$ cat config.mk
export PLATFORM = sky130hd
export DESIGN_NAME = credit_tx_gate
export DESIGN_NICKNAME = d
export VERILOG_FILES = /design/src/rtl/credit_tx_gate.sv
export SDC_FILE = /design/constraint.sdc
export NUM_CORES = 1
export LEC_CHECK = 0
export ABC_AREA = 0
export BUFFER_PORTS_ARGS = -buffer_cell sky130_fd_sc_hd__buf_4
export CORE_ASPECT_RATIO = 0.7
export CORE_UTILIZATION = 55
export CTS_CLUSTER_SIZE = 30
export DETAILED_ROUTE_END_ITERATION = 8
export PLACE_DENSITY = 0.75
export SLEW_MARGIN = 20
export SYNTH_ARGS = -nofsm -noshare
export SYNTH_HDL_FRONTEND = slang
export SYNTH_SLANG_ARGS = --single-unit
$ cat constraint.sdc
create_clock -name clk -period 3.61 [get_ports clk]
set_input_delay 0.361 -clock clk [delete_from_list [all_inputs] [get_ports clk]]
set_output_delay 0.361 -clock clk [all_outputs]
set_load 0.1 [all_outputs]
$ cat src/rtl/credit_tx_gate.sv
`timescale 1ns/1ps
module credit_tx_gate #(
  parameter int HDR_W  = 8,
  parameter int DATA_W = 12,
  parameter int NCAT   = 3,
  parameter int CAT_W  = 2
) (
  input  logic              clk,
  input  logic              rst_n,
  input  logic              fc_valid,
  input  logic [1:0]        fc_kind,
  input  logic [CAT_W-1:0]  fc_cat,
  input  logic [HDR_W-1:0]  fc_hdr,
  input  logic [DATA_W-1:0] fc_data,
  input  logic              req_valid,
  input  logic [CAT_W-1:0]  req_cat,
  input  logic [HDR_W-1:0]  req_hdr,
  input  logic [DATA_W-1:0] req_data,
  output logic              grant,
  output logic              link_ready
);
  localparam logic [1:0] K_INIT1 = 2'd0;
  localparam logic [1:0] K_INIT2 = 2'd1;
  localparam logic [1:0] K_UPD   = 2'd2;
  localparam logic [1:0] PH_ONE  = 2'd0;
  localparam logic [1:0] PH_TWO  = 2'd1;
  localparam logic [1:0] PH_RUN  = 2'd2;

  logic [1:0] phase;
  logic [NCAT-1:0] seen1, seen2, hit_fc, hit_req, fits, hinf, dinf;
  logic [NCAT-1:0][HDR_W-1:0]  hlim, hcons;
  logic [NCAT-1:0][DATA_W-1:0] dlim, dcons;

  assign link_ready = (phase == PH_RUN);
  assign grant      = req_valid && link_ready && |(hit_req & fits);

  always_ff @(posedge clk or negedge rst_n) begin
    if (!rst_n) begin
      phase <= PH_ONE;
      seen1 <= '0;
      seen2 <= '0;
    end else begin
      case (phase)
        PH_ONE: if (fc_kind == K_INIT1) begin
          seen1 <= seen1 | hit_fc;
          if (&(seen1 | hit_fc)) phase <= PH_TWO;
        end
        PH_TWO: if (fc_kind == K_INIT2) begin
          seen2 <= seen2 | hit_fc;
          if (&(seen2 | hit_fc)) phase <= PH_RUN;
        end
        default: ;
      endcase
    end
  end

  for (genvar c = 0; c < NCAT; c++) begin : g_pool
    logic [HDR_W-1:0]  havail;
    logic [DATA_W-1:0] davail;
    assign hit_fc[c]  = fc_valid && (fc_cat == CAT_W'(c));
    assign hit_req[c] = (req_cat == CAT_W'(c));
    assign havail     = hlim[c] - hcons[c];
    assign davail     = dlim[c] - dcons[c];
    assign fits[c]    = (hinf[c] || havail >= req_hdr) && (dinf[c] || davail >= req_data);

    always_ff @(posedge clk or negedge rst_n) begin
      if (!rst_n) begin
        hlim[c]  <= '0;
        dlim[c]  <= '0;
        hinf[c]  <= 1'b0;
        dinf[c]  <= 1'b0;
        hcons[c] <= '0;
        dcons[c] <= '0;
      end else begin
        if (hit_fc[c] && fc_kind == K_INIT1 && phase == PH_ONE) begin
          hlim[c] <= fc_hdr;
          dlim[c] <= fc_data;
          hinf[c] <= (fc_hdr == '0);
          dinf[c] <= (fc_data == '0);
        end else if (hit_fc[c] && fc_kind == K_UPD && phase == PH_RUN) begin
          if (!hinf[c]) hlim[c] <= fc_hdr;
          if (!dinf[c]) dlim[c] <= fc_data;
        end
        if (grant && hit_req[c]) begin
          hcons[c] <= hcons[c] + req_hdr;
          dcons[c] <= dcons[c] + req_data;
        end
      end
    end
  end
endmodule


Word level (Yosys, flattened, before mapping)
Cells that the tools add are included.

Register bits: 134. Input bits: 50. Output and inout port bits: 2. Word-level logic and storage cells: 134.

$add $sub $neg: 12. Magnitude comparators: 6. Equal/unequal tests: 18. Mux-type cells: 23. Bitwise operators: 3. Reductions and logical operators: 51.

Operators with widths (number): 2-to-1 mux 12 bit (9); 2-to-1 mux 8 bit (9); adder 12 bit (3); greater-or-equal comparator 12 bit (3); subtractor 12 bit (3); adder 8 bit (3); greater-or-equal comparator 8 bit (3); subtractor 8 bit (3); logical AND 1 bit (23); AND reduction 2 bit (8); logical NOT 12 bit (1); inequality test 2 x 1 -> 1 bit, second input constant (6); == test 2 x 1 -> 1 bit, second input constant (4); == test 2 bit, second input constant (4); logical NOT 2 bit (4); logical NOT 8 bit (1); 2-to-1 mux 2 bit (4); inequality test 2 bit, second input constant (4); nonzero test 2 bit (4); logical OR 1 bit (6); bitwise OR 3 bit (2); AND reduction 3 bit (2); AND reduction 5 bit (1); case mux 2 bit (2 select lines) (1); 2 further kinds (2).

Logic depth before layout (Yosys ltp)
Depth after elaboration: 8. Gate-level depth with buffers: 20. Gate-level depth less buffers: 19.

Worst setup path before layout
No wires, ideal clock.

Kind: flip-flop to output port. Start point: register dlim[12] in the netlist's numbering. End point: output grant. Data arrival time: 4748 ps. Data required time: 3249 ps. Path slack: -1499 ps. Stages on the path, launching flop included: 19. Path buffers: 0. Path through: dfrtp_1 > inv_1 > ha_1 > inv_1 > fa_1 > a21o_1 > a21oi_1 > o21bai_1 > a21oi_1 > o21ai_1 > nand4_1 > o311ai_1 > ha_1 > nand4_1 > or4_1 > o22ai_1 > or4_4 > nand3_1 > a31oi_1.

Word-level cells in the longest chain between the ends: 7.

RTL lines: from (decl) (RTL line 32) `logic [NCAT-1:0][DATA_W-1:0] dlim, dcons;`; from (signal, indexed assignment) (RTL line 77) `dlim[c] <= fc_data;`; from (signal, indexed assignment) (RTL line 82) `if (!dinf[c]) dlim[c] <= fc_data;`; subtractor 12 bit (RTL line 63) `assign davail = dlim[c] - dcons[c];`; greater-or-equal comparator 12 bit (RTL line 64) `assign fits[c] = (hinf[c] || havail >= req_hdr) && (dinf[c] || davail >= req_data);`; logical OR 1 bit (RTL line 64); logical AND 1 bit (RTL line 64); bitwise AND 3 bit (RTL line 35) `assign grant = req_valid && link_ready && |(hit_req & fits);`; OR reduction 3 bit (RTL line 35); logical AND 1 bit (RTL line 35); to (decl) (RTL line 19) `output logic grant,`.

Every way passes these cells.

Worst setup path after layout
Same ends and word-level chain as after synthesis.

==> qor.yml <==
status:
  status: "complete, but fails checks"
  violations: "negative hold slack, negative setup slack"
timing:
  worstMarginPinSlew_ns: 1.04
  fin_setup_tns_ns: -16.43
  period_share: 1.23
  fin_skew_ns: 0.0131
  rsz0062_at_grt: "yes"
  holdWs_ns: -0.0336
  maxSlewViolCount: 0
  hold_viol_final: 15
  worst_slew_margin_rel: 0.300
  final-setup-viol-count: 61
  min_period_ns: 4.44
  fin_ws_ns: -0.833
  max_freq_ghz: 0.225
yosys:
  synth-edff-count: 0
  synth_top_area_share: 0.309
  synthTopCellsByArea: "dfrtp_1, ha_1, mux2_2"
  syn_avg_cell_area_sq_um: 9.41
  async_reset_ff_frac: 1.00
  ys_warn_count: 0
  synth_seq_cells: 134
  synth_compound_area_frac: 0.152
  synthAdderAreaFrac: 0.216
  syn_inst: 1152
  synth_area_sq_mm: 0.0108
  synth.distinct_cells: 65
  syn_nets: 1382
  ys_seq_area_frac: 0.309
  yosysTopAreaCell: "dfrtp_1"
  synth_top_family_by_area: "adder cells"
  synth_flop_cell: "dfrtp_1"
  yosys.area_share.simple: 0.130
  muxShareOfSynthArea: 0.0734
  synth_xor_area_frac: 0.0775
cts:
  clock_sink_count: 134
  cts_tree: "built"
  insertion_delay_ns: 0.43
  cts_buffers: 17
  clock_path_buffers: 2
  clkTransAtPathRegs_ns: 0.06
  ctsRootBufferMaster: "clkbuf_16"
  htree_levels: 4
power_and_ir_drop:
  combPwrFrac: 0.627
  p_int_mw: 6.43
  ir_worst_vdd_uv: 426
  p_switching_mw: 4.55
  power_mw: 11.0
  leakage_nw: 6.50
  cellPowerDensity_mw_per_mm2: 803
  pwr-share-clk: 0.176
  switching_share: 0.415
  seq_power_share: 0.197
worst_setup_path:
  path_delay_family: "compound AO/OA/AOI/OAI gates"
  crit_type: "reg -> out"
  endpoint_kind: "primary output"
  critPathSlowestCell: "or4_4"
  path_max_fanout: 3
  cp.required_ns: 3.25
  cpPeakStageDelay_ns: 0.52
  startpoint_type: "flop"
  worstPathCellList: "inv_2, ha_4, inv_2, fa_2, a21o_1, a21oi_2, o21bai_1, a21oi_2, o21ai_2, buf_4, o311ai_2, ha_1, nand4_1, buf_4, buf_4, a21oi_2, or4_4, nand3_4, a31oi_4, buf_12"
  path_buf_inv: 6
  critPathArrivalTime_ns: 4.08
floorplan:
  die_area_sq_mm: 0.0203
  rows: 42
  die_h_um: 119
  start_util: 0.567
  die_w_um: 170
  io_pins: 52
  coreArea_sq_mm: 0.0191
layout:
  nFillCells: 1359
  final_util: 0.715
  drive_gt1_frac: 0.256
  multiInputGateArea_sq_mm: 0.00752
  syn_to_final_growth_pct: 26.1
  instances_no_fill: 1602
  nets: 1555
  register_area_sq_mm: 0.00335
  diodes: 0
route:
  dr.first_iter.drc_count: 813
  drc_errors: 0
  drt_wl_total_um: 30200
  post_drt_wl_per_cell_um: 18.8
  dr.pass1.iters: 5
  detail-route-antenna-nets: 0
  via_per_inst: 5.84
  vias: 9348
placement:
  port_buffers: 51
  dp.cells: 1532
  gp_congestion: 0.903
  dp_hpwl_um: 21700
global_routing:
  grt_max_degree: 83
  antenna_found_initial: 0
  grt_overflow: 0
  track_usage: 0.309
  grt_pass1_vias: 9140
  grt_pass1_wl_um: 48100
hold_path:
  hp-class: "in -> async"
run:
  cap_violations: 0
-- placed cells by master, fill, tap and decap left out, drive strengths merged, types with 4 or more instances in the layout --
cell type	instances
nand2	100
a21oi	65
nand3	22
a31oi	7
dfrtp	134
mux2	68
clkbuf	17
a2111oi	6
o21a	11
buf	165
bufinv	4
o21ai	98
nand3b	5
xor2	45
ha	168
a211oi	9
nand4	5
or4	5
and4	4
nor4	5
o31ai	5
fa	12
a21o	32
nor3	17
inv	110
nand2b	15
nor2b	19
or2	6
and3	6
nor2	64
o21bai	8
xnor2	51
-- state kept, by name, summed over array words and instances (netlist names) --
name / count
dlim: 36
hinf: 3
seen2: 3
hlim: 24
phase: 2
seen1: 3
hcons: 24
dinf: 3
dcons: 36
-- metrics by stage --
step | instance area [sq um] | hold slack (ns) | setup WS (ns)
2_1_floorplan | 10900 | 0.0654 | -0.381
3_3_place_gp | 12200 | 0.457 | -0.377
3_5_place_dp | 12200 | 0.461 | -0.498
4_1_cts | 13400 | 0.0196 | -0.786
5_1_grt | 13700 | 0.0346 | -1.03
6_report | 13700 | -0.0336 | -0.833
-- cells in the mapped netlist (4+ instances only) --
master / count
xnor2_1: 51
ha_1: 168
a21o_1: 31
buf_2: 6
nor4_1: 5
o21ai_0: 28
nand2b_1: 15
nand3b_1: 5
a211oi_1: 7
a21oi_1: 65
and3_1: 6
mux2_2: 45
a2111oi_0: 6
nor2_1: 64
inv_1: 104
or2_2: 6
clkbuf_1: 4
or4_1: 4
nor3_1: 17
and4_1: 4
xor2_1: 45
nand4_1: 5
nand3_1: 22
o21a_1: 11
mux2_1: 23
a31oi_1: 7
o21bai_1: 8
dfrtp_1: 134
nor2b_1: 19
o21ai_1: 70
nand2_1: 98
fa_1: 12
-- final timing paths --
path / cells after the start / end / slack (ns) / from
worst max-delay path: 20 / grant / -0.83 / dlim[12]
worst min-delay path: 1 / hcons[1] / -0.03 / rst_n
worst max register to register: 24 / hcons[15] / -0.59 / dlim[12]
worst min register to register: 1 / seen2[0] / 0.47 / seen2[0]
max in group asynchronous: 2 / dcons[33] / 2.88 / rst_n
min in group clk: 3 / dlim[24] / 0.18 / fc_data[0]
-- repair_timing --
item                                    4_1_cts  5_1_grt
cloned                                        4        0
hold buffers                                  0        0
setup buffers                                25       14
resized for setup                            87       50
pin swaps                                    41       43
endpoints found under the setup margin       61       61
-- routing by layer --
metal	up-vias	GRT usage	share of wire
met3	43	0.0562	0.078
li1	4449	-	-
met2	357	0.446	0.43
met4	0	0.0805	0.014
met5	-	0	0
met1	4499	0.471	0.48
-- logic make-up after synthesis --
kind of cell    count (synthesis)
buf+inv                       116
fa+ha+maj                     180
compound gates                266
xor+xnor                       96
simple gates                  289
mux                            71
flops                         134
-- layout make-up --
type	count	area share
Inverter	104	0.0286
Tap cell	264	0.0242
Clock inverter	15	0.0158
Sequential cell	134	0.245
Multi-Input combinational cell	903	0.550
Clock buffer	17	0.0311
Timing Repair Buffer	165	0.105
-- power by group through the flow --
stage	Clock [mW]	Sequential, mW	Combinational, mW
2_1_floorplan	0	2.10	3.90
3_3_place_gp	0	2.16	5.39
3_5_place_dp	0	2.17	5.60
4_1_cts	1.94	2.15	6.39
5_1_grt	2.01	2.22	7.50
6_report	1.93	2.16	6.88
Note: power is estimated with default switching activity, not from simulation.
